$ cat src/rtl/rxw_pkg.sv
// Package: shared constants and register selects for the receive queue.
// Assumes a two-bit register address space.
package rxw_pkg;
    typedef enum logic [1:0] {
        SEL_DATA   = 2'd0,
        SEL_LEVEL  = 2'd1,
        SEL_THRESH = 2'd2,
        SEL_STATUS = 2'd3
    } reg_sel_e;

    localparam int STAT_EMPTY_BIT = 0;
    localparam int STAT_FULL_BIT  = 1;
    localparam int STAT_OVF_BIT   = 2;
endpackage

$ cat src/rtl/rxw_store.sv
// Module: byte storage array with one write port and a combinational head read.
// Assumes the controller only asserts wr_en when the slot at wr_idx is free
// and only presents a valid rd_idx while the queue is not empty.
module rxw_store #(
    parameter int DEPTH = 16,
    parameter int DW    = 8,
    localparam int PW   = $clog2(DEPTH)
) (
    input  logic          clk,
    input  logic          wr_en,
    input  logic [PW-1:0] wr_idx,
    input  logic [DW-1:0] wr_data,
    input  logic [PW-1:0] rd_idx,
    output logic [DW-1:0] rd_data
);
    logic [DW-1:0] cells [DEPTH];

    // Write one slot per accepted push.
    always_ff @(posedge clk) begin
        if (wr_en) begin
            cells[wr_idx] <= wr_data;
        end
    end

    // Present the slot at the read pointer.
    always_comb begin
        rd_data = cells[rd_idx];
    end
endmodule

$ cat src/rtl/rxw_ctrl.sv
// Module: pointer, count and overflow bookkeeping of the receive queue.
// Assumes push and pop requests are single-cycle strobes. A pop on empty is
// ignored. A push on full is dropped unless a pop happens in the same cycle.
module rxw_ctrl #(
    parameter int DEPTH = 16,
    localparam int PW   = $clog2(DEPTH),
    localparam int CW   = PW + 1
) (
    input  logic          clk,
    input  logic          rst_n,
    input  logic          soft_clr,
    input  logic          push_req,
    input  logic          pop_req,
    output logic          push_ok,
    output logic [PW-1:0] wr_ptr,
    output logic [PW-1:0] rd_ptr,
    output logic [CW-1:0] count,
    output logic          is_empty,
    output logic          is_full,
    output logic          ovf
);
    localparam logic [CW-1:0] DEPTH_C = CW'(DEPTH);
    localparam logic [PW-1:0] LAST_IX = PW'(DEPTH - 1);

    logic pop_ok;
    logic clr;

    // Decode which requests are honoured this cycle.
    always_comb begin
        clr      = soft_clr || !rst_n;
        is_empty = (count == '0);
        is_full  = (count == DEPTH_C);
        pop_ok   = pop_req && !is_empty;
        push_ok  = push_req && (!is_full || pop_ok) && !clr;
    end

    // Advance the write pointer on each accepted push.
    always_ff @(posedge clk) begin
        if (clr) begin
            wr_ptr <= '0;
        end else if (push_ok) begin
            wr_ptr <= (wr_ptr == LAST_IX) ? '0 : wr_ptr + 1'b1;
        end
    end

    // Advance the read pointer on each honoured pop.
    always_ff @(posedge clk) begin
        if (clr) begin
            rd_ptr <= '0;
        end else if (pop_ok) begin
            rd_ptr <= (rd_ptr == LAST_IX) ? '0 : rd_ptr + 1'b1;
        end
    end

    // Track the stored count.
    always_ff @(posedge clk) begin
        if (clr) begin
            count <= '0;
        end else if (push_ok && !pop_ok) begin
            count <= count + 1'b1;
        end else if (pop_ok && !push_ok) begin
            count <= count - 1'b1;
        end
    end

    // Latch a dropped push until cleared.
    always_ff @(posedge clk) begin
        if (clr) begin
            ovf <= 1'b0;
        end else if (push_req && !push_ok) begin
            ovf <= 1'b1;
        end
    end

    AST_COUNT_BOUND: assert property (@(posedge clk) disable iff (!rst_n)
        count <= DEPTH_C);
    AST_FULL_DROP: assert property (@(posedge clk) disable iff (!rst_n)
        (is_full && push_req && !pop_req && !soft_clr) |=> (ovf && $stable(count)));
    AST_OVF_STICKY: assert property (@(posedge clk) disable iff (!rst_n)
        (ovf && !soft_clr) |=> ovf);
    AST_EMPTY_POP: assert property (@(posedge clk) disable iff (!rst_n)
        (is_empty && pop_req && !push_req && !soft_clr) |=> ((count == '0) && $stable(rd_ptr)));
    AST_CLEAR_EMPTIES: assert property (@(posedge clk) disable iff (!rst_n)
        soft_clr |=> ((count == '0) && !ovf));
    AST_FULL_SWAP: assert property (@(posedge clk) disable iff (!rst_n)
        (is_full && push_req && pop_req && !soft_clr) |=> (count == DEPTH_C));
endmodule

$ cat src/rtl/rxw_regs.sv
// Module: register front of the receive queue: threshold register, read mux,
// pop strobe generation and threshold event comparison.
// Assumes reads are combinational and that side effects land at the clock edge.
module rxw_regs
    import rxw_pkg::*;
#(
    parameter int DEPTH = 16,
    parameter int DW    = 8,
    localparam int PW   = $clog2(DEPTH),
    localparam int CW   = PW + 1
) (
    input  logic          clk,
    input  logic          rst_n,
    input  logic          soft_clr,
    input  logic          reg_rd,
    input  logic          reg_wr,
    input  logic [1:0]    reg_addr,
    input  logic [DW-1:0] reg_wdata,
    output logic [DW-1:0] reg_rdata,
    output logic          pop_req,
    input  logic [DW-1:0] head_data,
    input  logic [CW-1:0] count,
    input  logic          is_empty,
    input  logic          is_full,
    input  logic          ovf,
    output logic          rx_event
);
    localparam logic [PW-1:0] THR_RST = PW'(DEPTH - 1);

    logic [PW-1:0] thresh;
    logic [PW-1:0] level;
    logic [CW-1:0] trip;

    // Hold the zero-based fill threshold.
    always_ff @(posedge clk) begin
        if (!rst_n || soft_clr) begin
            thresh <= THR_RST;
        end else if (reg_wr && reg_addr == SEL_THRESH) begin
            thresh <= reg_wdata[PW-1:0];
        end
    end

    // Derive the pop strobe, the zero-based level and the event each cycle.
    always_comb begin
        pop_req  = reg_rd && (reg_addr == SEL_DATA);
        level    = is_empty ? '0 : PW'(count - 1'b1);
        trip     = {1'b0, thresh} + 1'b1;
        rx_event = (count >= trip);
    end

    // Select the read data.
    always_comb begin
        reg_rdata = '0;
        unique case (reg_sel_e'(reg_addr))
            SEL_DATA:   reg_rdata = is_empty ? '0 : head_data;
            SEL_LEVEL:  reg_rdata[PW-1:0] = level;
            SEL_THRESH: reg_rdata[PW-1:0] = thresh;
            SEL_STATUS: begin
                reg_rdata[STAT_EMPTY_BIT] = is_empty;
                reg_rdata[STAT_FULL_BIT]  = is_full;
                reg_rdata[STAT_OVF_BIT]   = ovf;
            end
        endcase
    end

    AST_THRESH_RESTORE: assert property (@(posedge clk) disable iff (!rst_n)
        soft_clr |=> (thresh == THR_RST));
    AST_THRESH_WRITE: assert property (@(posedge clk) disable iff (!rst_n)
        (reg_wr && reg_addr == SEL_THRESH && !soft_clr) |=> (thresh == $past(reg_wdata[PW-1:0])));
    AST_EMPTY_READ_ZERO: assert property (@(posedge clk) disable iff (!rst_n)
        (is_empty && reg_rd && reg_addr == SEL_DATA) |-> (reg_rdata == '0));
endmodule

$ cat src/rtl/rxw_fifo_top.sv
// Module: receive byte queue with a movable fill threshold, seen from the bus
// engine (push side) and from a small register port (software side).
// Assumes one push and at most one register access per cycle.
module rxw_fifo_top #(
    parameter int DEPTH = 16,
    parameter int DW    = 8,
    localparam int PW   = $clog2(DEPTH),
    localparam int CW   = PW + 1
) (
    input  logic          clk,
    input  logic          rst_n,
    input  logic          soft_clr,
    input  logic          push_vld,
    input  logic [DW-1:0] push_byte,
    input  logic          reg_rd,
    input  logic          reg_wr,
    input  logic [1:0]    reg_addr,
    input  logic [DW-1:0] reg_wdata,
    output logic [DW-1:0] reg_rdata,
    output logic          empty,
    output logic          full,
    output logic          overflow,
    output logic          rx_event
);
    logic          pop_req;
    logic          push_ok;
    logic [PW-1:0] wr_ptr;
    logic [PW-1:0] rd_ptr;
    logic [CW-1:0] count;
    logic [DW-1:0] head_data;

    rxw_store #(.DEPTH(DEPTH), .DW(DW)) u_store (
        .clk     (clk),
        .wr_en   (push_ok),
        .wr_idx  (wr_ptr),
        .wr_data (push_byte),
        .rd_idx  (rd_ptr),
        .rd_data (head_data)
    );

    rxw_ctrl #(.DEPTH(DEPTH)) u_ctrl (
        .clk      (clk),
        .rst_n    (rst_n),
        .soft_clr (soft_clr),
        .push_req (push_vld),
        .pop_req  (pop_req),
        .push_ok  (push_ok),
        .wr_ptr   (wr_ptr),
        .rd_ptr   (rd_ptr),
        .count    (count),
        .is_empty (empty),
        .is_full  (full),
        .ovf      (overflow)
    );

    rxw_regs #(.DEPTH(DEPTH), .DW(DW)) u_regs (
        .clk       (clk),
        .rst_n     (rst_n),
        .soft_clr  (soft_clr),
        .reg_rd    (reg_rd),
        .reg_wr    (reg_wr),
        .reg_addr  (reg_addr),
        .reg_wdata (reg_wdata),
        .reg_rdata (reg_rdata),
        .pop_req   (pop_req),
        .head_data (head_data),
        .count     (count),
        .is_empty  (empty),
        .is_full   (full),
        .ovf       (overflow),
        .rx_event  (rx_event)
    );

    AST_FLAGS_EXCLUSIVE: assert property (@(posedge clk) disable iff (!rst_n)
        !(empty && full));
endmodule

$ cat config.mk
export PLATFORM = sky130hd
export DESIGN_NAME = rxw_fifo_top
export DESIGN_NICKNAME = d
export VERILOG_FILES = /design/src/rtl/rxw_pkg.sv /design/src/rtl/rxw_store.sv /design/src/rtl/rxw_ctrl.sv /design/src/rtl/rxw_regs.sv /design/src/rtl/rxw_fifo_top.sv
export SDC_FILE = /design/constraint.sdc
export NUM_CORES = 1
export LEC_CHECK = 0
export ABC_AREA = 1
export BUFFER_PORTS_ARGS = -buffer_cell sky130_fd_sc_hd__buf_2
export CORE_ASPECT_RATIO = 0.5
export CORE_UTILIZATION = 61
export DETAILED_ROUTE_END_ITERATION = 8
export PLACE_DENSITY = 0.77
export SYNTH_ARGS = -nofsm -noshare
export SYNTH_HDL_FRONTEND = slang
export SYNTH_SLANG_ARGS = --single-unit
export TNS_END_PERCENT = 20
$ cat constraint.sdc
create_clock -name clk -period 2.7 [get_ports clk]
set_input_delay 0.27 -clock clk [delete_from_list [all_inputs] [get_ports clk]]
set_output_delay 0.27 -clock clk [all_outputs]
set_load 0.02 [all_outputs]
==> run summary, run 1 <==
Run status - finished, final reports clean
Critical Path Start Type - flip-flop
Layout Cells excl Fill - 887
Post-placement cell count - 856
First-pass GRT wire length - 23,700 um
Sequential Power Share - 0.491
Antenna violations before repair - 0
Design area - 0.00780 mm2
Drt via density - 5.59
Routed WL - 14,700 um
Grt ovf - 0
Clock share of power - 0.466
Synthesized flop and latch total - 150
Sw power - 1.09 mW
Sw Share - 0.213
# rows - 26
Final worst slack - 0.227 ns
Yosys warns - 0
Worst Path Required - 2.43 ns
Final hold slack - 0.0534 ns
Vias - 4,962
Setup TNS Final - 0 ns
Total Die Area - 0.0117 mm2
Hold Path Class - input port to flip-flop
Top Ports - 36
Tmin final - 2.47 ns
Crit path kind - flip-flop to primary output
Worst slew pin tran - 0.652 ns
Die width - 152 um
TritonCTS clock tree - done
Clock Path Buffers - 2
Top_reg_cell synth - edfxtp_1
Final Max Slew Viols - 0
DRT Pass-1 Iters - 6
Syn Nets - 726
DP Area - 0.00720 mm2
H-tree levels - 4
Multi-input logic area - 0.00203 mm2
Pre-CTS setup slack - 0.477 ns
Sequential area share after synthesis - 0.627
Clock sink total - 150
Synthesized area - 0.00684 mm2
Height of the die - 76.9 um
Antenna viol nets, final - 0
Drt drc - 0
Worst-path maximum fanout - 58
Layout Area Growth over Synthesis - 14.1%
PD cells - 660 mW/mm2
Number of global-route vias before repair - 4,818
Area leader, netlist - edfxtp_1
CTS resizes - 0
Max Fclk - 404 MHz
Clk_lat worst skew - 0.41 ns
Antenna fix cells - 0
Post-synth EDFFs - 128
Clk_skew - 0.00733 ns
Async S/R FF share, synth - 0
Max IR drop VDD - 0.000450 V
DRT iter0 DRCs - 402
Leak pwr - 3.27 nW
Max-Slew Margin vs Limit - 0.565
Starting Density - 0.649
Register area - 0.00429 mm2
Root Driver - clkbuf_16
Post-synth top cells - nand2_1, edfxtp_1, inv_1, nand3_1, nor2_1
Core Box Area - 0.0105 mm2
GRT Total Usage - 0.273
Hold-fix buffer count after cts - 0
Syn_area_per_cell - 9.95 um2
RSZ-0062 raised after global routing - false
Comb pwr share - 0.042
Max cap viols - 0
Final Wtd Congestion - 0.911
Post-route clock period utilization - 0.916
Arr. time, crit path - 2.20 ns
Critical Path Sink Type - primary output
DPL Wire Length - 9180 um
Final Net Count - 774
Ranking of synthesized cells by area - edfxtp_1, nand2_1, dfxtp_1
Synth top area share - 0.562
IO buf count - 31
Num CTS Buffers - 17
Clock-pin slew on the worst setup and hold paths - 0.06 ns
Filler cells - 703
Most common cell in the netlist - nand2_1
Setup Viol. Count Final - 0
Distinct cells, synth - 35
Final Hold Fails - 0
Layout cell share with drive strength beyond 1 - 0.134
WL/cell - 16.6 um
Post-Syn Instances - 687
P_int - 4.05 mW
Post-CTS Setup Bufs - 0
Largest net degree at the start of global routing - 59
## worst max-delay path: stages, from the launching register on
cell and delay [ns]:
dfxtp_2 0.35, buf_4 0.49, nand2_1 0.13, nand2_1 0.10
nand2_1 0.07, nand3_1 0.12, nand2_1 0.06, nand2_1 0.06
nand2_1 0.06, nor2_1 0.12, buf_2 0.19
## metal layers
layer,up-vias,global-route usage,part of all wire
li1,2371,-,-
met1,2322,0.366,0.42
met2,233,0.436,0.47
met3,36,0.0655,0.086
met4,0,0.0941,0.019
met5,-,0,0
## power groups by stage
stage                     registers, mW  logic (mW)  clock network (mW)
after global routing               2.53       0.240                2.52
after CTS                          2.53       0.216                2.42
final                              2.53       0.218                2.40
after floorplan                    2.58       0.130                   0
after global placement             2.58       0.207                   0
after detailed placement           2.58       0.214                   0
## layout by cell type (no fill, tap or decap), types with 3 or more instances in the layout
| cell | Yosys | layout |
|---|---|---|
| nand2_1 | 188 | 188 |
| edfxtp_1 | 128 | 128 |
| inv_1 | 90 | 90 |
| nand3_1 | 80 | 80 |
| nor2_1 | 51 | 51 |
| buf_2 | 10 | 31 |
| buf_4 | 9 | 23 |
| dfxtp_1 | 22 | 21 |
| a21oi_1 | 17 | 17 |
| clkbuf_16 | 0 | 17 |
| ha_1 | 15 | 15 |
| o211ai_1 | 13 | 13 |
| o21ai_0 | 12 | 12 |
| o21ai_1 | 9 | 9 |
| xor2_1 | 7 | 7 |
| inv_6 | 0 | 4 |
| inv_2 | 3 | 3 |
| nor3_1 | 3 | 3 |
| xnor2_1 | 3 | 3 |
| nand4_1 | 3 | 3 |
| bufinv_16 | 0 | 3 |
## path summary, 6_finish.rpt
| path | endpoint | start | cells past startpoint | slack [ns] |
|---|---|---|---|---|
| worst max register to register | u_ctrl.count[2] | u_ctrl.count[0] | 9 | 0.45 |
| worst min-delay path | u_regs.thresh[1] | reg_wdata[1] | 3 | 0.05 |
| worst max-delay path | reg_rdata[7] | flip-flop | 10 | 0.23 |
| worst min register to register | u_ctrl.ovf | u_ctrl.ovf | 2 | 0.50 |
## registers in the layout (all words and copies together) (netlist names), named ones only
name and cells:
u_regs.thresh 4, u_store.cells 128, u_ctrl.wr_ptr 4, u_ctrl.count 5
u_ctrl.ovf 1, u_ctrl.rd_ptr 4
## stage by stage
stage               power, mW  utilization
CTS                      5.17        0.740
global route             5.29        0.740
global placement         2.78        0.683
floorplan                2.71            -
detailed placement       2.79        0.683
finish                   5.15        0.740
## area by class of cell
cell class              count  share of cell area
multi-input cells         416               0.260
clock buffers              18              0.0550
well taps                 140              0.0225
repair buffers             55              0.0446
flip-flops and latches    150               0.549
clock inverters            13              0.0218
inverters                  95              0.0464
## logic make-up after synthesis
family / count (synthesis) / synth area share
AO/OA/AOI/OAI: 58 / 0.0505
XOR/XNOR: 10 / 0.0128
AND/OR/NAND/NOR: 333 / 0.206
adder cells (fa/ha/maj): 15 / 0.0275
flip-flops: 150 / 0.627
buffers and inverters: 121 / 0.0763
No activity file was read; power rests on OpenSTA's default activity.
==> run 2, diff against run 1 <==
- CORE_UTILIZATION: 61 -> 60
- PLACE_DENSITY: 0.77 -> 0.75
==> run summary, run 2 (same netlist as run 1, synthesis figures left out) <==
IO buf count - 31
Clock sink total - 150
Largest net degree at the start of global routing - 67
Worst slew pin tran - 0.634 ns
Crit path kind - flip-flop to primary output
Met1 Use GR - 0.362
Max-Slew Margin vs Limit - 0.577
Starting Density - 0.619
Worst Path Required - 2.43 ns
Setup Viol. Count Final - 0
Post-route clock period utilization - 0.880
Core Box Area - 0.0110 mm2
H-tree levels - 4
Top Ports - 36
Routed WL - 14,700 um
Worst-path maximum fanout - 66
Vias - 4,942
WL/cell - 16.5 um
Layout cell share with drive strength beyond 1 - 0.131
Max cap viols - 0
# rows - 27
Number of global-route vias before repair - 4,842
CTS resizes - 0
Leak pwr - 3.26 nW
DRT Pass-1 Iters - 5
Global-route met2 utilization - 0.430
RSZ-0062 raised after global routing - false
Total Die Area - 0.0118 mm2
Hold-fix buffer count after cts - 0
PD cells - 651 mW/mm2
DRT iter0 DRCs - 440
GRT Total Usage - 0.268
Largest Register - u_store.cells
Clock share of power - 0.458
Max IR drop VDD - 0.000479 V
Root Driver - clkbuf_16
DPL Wire Length - 9130 um
TritonCTS clock tree - done
Height of the die - 77.5 um
Arr. time, crit path - 2.10 ns
Commonest non-fill, non-tap cell in the layout - nand2_1
Drt via density - 5.54
Comb pwr share - 0.043
Gr busiest metal - met2
P_int - 3.95 mW
Max Fclk - 421 MHz
Hold Path Class - input port to flip-flop
Grt ovf - 0
Setup TNS Final - 0 ns
Critical Path Sink Type - primary output
Layout Area Growth over Synthesis - 13.8%
Final Max Slew Viols - 0
Drt drc - 0
Clock Path Buffers - 2
Final Net Count - 773
Tmin final - 2.37 ns
Final Wtd Congestion - 0.897
Run status - finished, final reports clean
Clk_lat worst skew - 0.42 ns
Sw power - 1.11 mW
Met3 Usage GRT - 0.0592
Antenna violations before repair - 0
Post-CTS Setup Bufs - 0
Antenna viol nets, final - 0
Most frequent cells in the layout - nand2_1, edfxtp_1, inv_1
Critical Path Start Type - flip-flop
Clk_skew - 0.00866 ns
Num CTS Buffers - 17
Sequential Power Share - 0.499
Max FFs per register - 128
Final Hold Fails - 0
Largest regs - u_store.cells x128, u_ctrl.count x5
Clock-pin slew on the worst setup and hold paths - 0.06 ns
Die width - 153 um
Antenna fix cells - 0
First-pass GRT wire length - 23,800 um
Final hold slack - 0.0501 ns
Sw Share - 0.219
-- run 2: cell types whose count changed in the layout (fill, tap and decap cells not counted) --
cell,before,now
clkinv_4,1,3
bufinv_16,3,2
clkinvlp_4,2,1
clkbuf_1,1,0
inv_6,4,3
buf_4,23,22
clkinv_1,0,3
-- run 2: critical path, stage by stage (launching register included) --
cell and delay, ns:
dfxtp_2 0.46, buf_12 0.32, nor2_1 0.09, nor2_1 0.09, o21ai_0 0.10, nand3_1 0.09
nand2_1 0.07, nand2_1 0.07, nand2_1 0.06, nor2_1 0.12, buf_2 0.19
-- run 2: path summary, 6_finish.rpt --
path	slack, ns	depth (start not counted)	start	endpoint
worst min-delay path	0.05	3	reg_wdata[1]	u_regs.thresh[1]
worst max-delay path	0.33	10	flip-flop	reg_rdata[4]
worst max register to register	0.49	9	u_ctrl.count[0]	u_ctrl.count[2]
worst min register to register	0.51	2	u_ctrl.ovf	u_ctrl.ovf
-- run 2: metrics by stage --
stage	setup slack [ns]	std cells	power, mW	area [um2]	util
floorplan	0.586	687	2.71	6840	-
global placement	0.551	860	2.79	7200	0.652
detailed placement	0.479	860	2.79	7200	0.652
CTS	0.317	892	5.07	7780	0.704
global route	0.124	892	5.19	7780	0.704
finish	0.325	892	5.06	7780	0.704
-- run 2: power groups by stage --
stage	Combinational (mW)	Clock, mW	Sequential, mW
6_report	0.216	2.32	2.53
4_1_cts	0.216	2.33	2.53
5_1_grt	0.241	2.43	2.53
2_1_floorplan	0.130	0	2.58
3_3_place_gp	0.208	0	2.58
3_5_place_dp	0.214	0	2.58
-- run 2: area by class of cell --
cell class	count	area [um2]
clock buffer	17	425
clock inverter	15	153
fill	766	3270
inverter	95	362
multi-input combinational	416	2030
sequential	150	4290
tap	145	181
timing repair buffer	54	340
-- run 2: routing by layer --
metal / routed length (um) / up-vias
li1: - / 2364
met3: 1180 / 26
met5: 0 / -
met4: 235 / 0
met1: 6460 / 2314
met2: 6850 / 238
==> run 3, diff against run 2 <==
- BUFFER_PORTS_ARGS: -buffer_cell sky130_fd_sc_hd__buf_2 -> default
- DONT_BUFFER_PORTS: default -> 1
- PLACE_DENSITY: 0.75 -> 0.73
==> run summary, run 3 (same netlist as run 1, synthesis figures left out) <==
Setup Viol. Count Final - 0
Critical Path Sink Type - primary output
Arr. time, crit path - 2.14 ns
Worst-path maximum fanout - 38
DP Area - 0.00707 mm2
Antenna fix cells - 0
Drt via density - 5.50
Hold Path Class - input port to flip-flop
Tmin final - 2.41 ns
Pre-CTS setup slack - 0.514 ns
Crit path kind - flip-flop to primary output
Total Die Area - 0.0118 mm2
TritonCTS clock tree - done
Clock Path Buffers - 2
Routed WL - 14,700 um
WL/cell - 16.8 um
Critical Path Start Type - flip-flop
Max Fclk - 415 MHz
Max-Slew Margin vs Limit - 0.565
PD cells - 645 mW/mm2
GRT Total Usage - 0.266
RSZ-0062 raised after global routing - false
CP cell instances - inv_2, buf_12, nand2_1, nand2_1, nand2_1, nand3_1, nand2_1, nand2_1, nand2_1, nor2_1, buf_4
CP max stage cell - dfxtp_2
Clk_skew - 0.0102 ns
CTS resizes - 0
Layout Area Growth over Synthesis - 13.4%
Vias - 4,812
DRT Pass-1 Iters - 4
Clock-pin slew on the worst setup and hold paths - 0.06 ns
DPL Wire Length - 8930 um
Largest Register - u_store.cells
Stages on the worst setup path - 11
Starting Density - 0.619
# rows - 27
Largest regs - u_store.cells x128, u_ctrl.count x5
Final hold slack - 0.0160 ns
First-pass GRT wire length - 23,700 um
Leak pwr - 3.18 nW
R2R Setup Slk - 0.48 ns
Setup crit end - reg_rdata[4]
Clk_lat worst skew - 0.41 ns
Antenna viol nets, final - 0
Max cap viols - 0
Core Box Area - 0.0110 mm2
Largest net degree at the start of global routing - 75
Most frequent cells in the layout - nand2_1, edfxtp_1, inv_1
Num CTS Buffers - 17
Final Hold Fails - 0
Final Wtd Congestion - 0.840
Delay-heaviest family, CP - buffers and inverters
Design area - 0.00775 mm2
Final Net Count - 756
Commonest non-fill, non-tap cell in the layout - nand2_1
Run status - finished, final reports clean
Final worst slack - 0.293 ns
Final Max Slew Viols - 0
R2R Path End - u_ctrl.count[2]
Drt drc - 0
Worst Path Required - 2.43 ns
Die width - 153 um
Worst slew pin tran - 0.650 ns
Post-route clock period utilization - 0.892
Root Driver - clkbuf_16
H-tree levels - 4
Height of the die - 77.5 um
IO buf count - 0
Buf/Inv on CP - 3
Worst R2R Path Depth - 9
Max IR drop VDD - 0.000445 V
Clock sink total - 150
Grt ovf - 0
Top Ports - 36
Layout cell share with drive strength beyond 1 - 0.0918
Number of global-route vias before repair - 4,802
Most common cell on crit path - nand2_1
Filler cells - 782
Core Util, Final - 0.702
DRT iter0 DRCs - 362
Layout Cells excl Fill - 875
Max FFs per register - 128
Setup TNS Final - 0 ns
Post-placement cell count - 831
Total Power - 5.00 mW
CP peak stage delay - 0.34 ns
Reg2reg start - u_ctrl.count[0]
Antenna violations before repair - 0
Post-CTS Setup Bufs - 0
## run 3: worst register-to-register path, cell delays in order (launching register included)
cell and delay [ns]:
dfxtp_1 0.32, inv_1 0.17, ha_1 0.29, nand4_2 0.17
nand2_2 0.23, inv_2 0.09, ha_1 0.39, inv_1 0.12
o21ai_0 0.09, a221oi_1 0.26
## run 3: where the power goes
part	leakage, nW	switching, mW	internal, mW
clock network	0.267	0.909	1.35
logic	1.58	0.142	0.0665
registers	1.33	0.00879	2.52
total	3.18	1.06	3.94
## run 3: repair_timing
action / in CTS / in global routing
setup endpoints to repair: 0 / 0
hold buffers: 12 / 0
hold endpoints to repair: 132 / 0
## run 3: final cells by class
cell class / count / area, um2 / area share
clock buffer: 18 / 429 / 0.0553
clock inverter: 14 / 134 / 0.0173
inverter: 95 / 362 / 0.0466
multi-input combinational: 416 / 2030 / 0.262
sequential: 150 / 4290 / 0.553
tap: 145 / 181 / 0.0234
timing repair buffer: 37 / 333 / 0.0429
## run 3: worst min-delay path by stage
stage / startpoint / endpoint / cells after the start
6_report: push_vld / u_ctrl.ovf / 2
5_1_grt: push_vld / u_ctrl.ovf / 2
4_1_cts: push_vld / u_ctrl.ovf / 2
3_5_place_dp: push_byte[3] / u_store.cells[8][3] / 0
3_3_place_gp: push_byte[3] / u_store.cells[13][3] / 0
2_1_floorplan: push_byte[0] / u_store.cells[0][0] / 0
## run 3: routing by layer
layer | GRT usage | routed length [um]
met1 | 0.347 | 6570
met4 | 0.0798 | 180
met5 | 0 | 0
met3 | 0.0637 | 1020
met2 | 0.447 | 6970
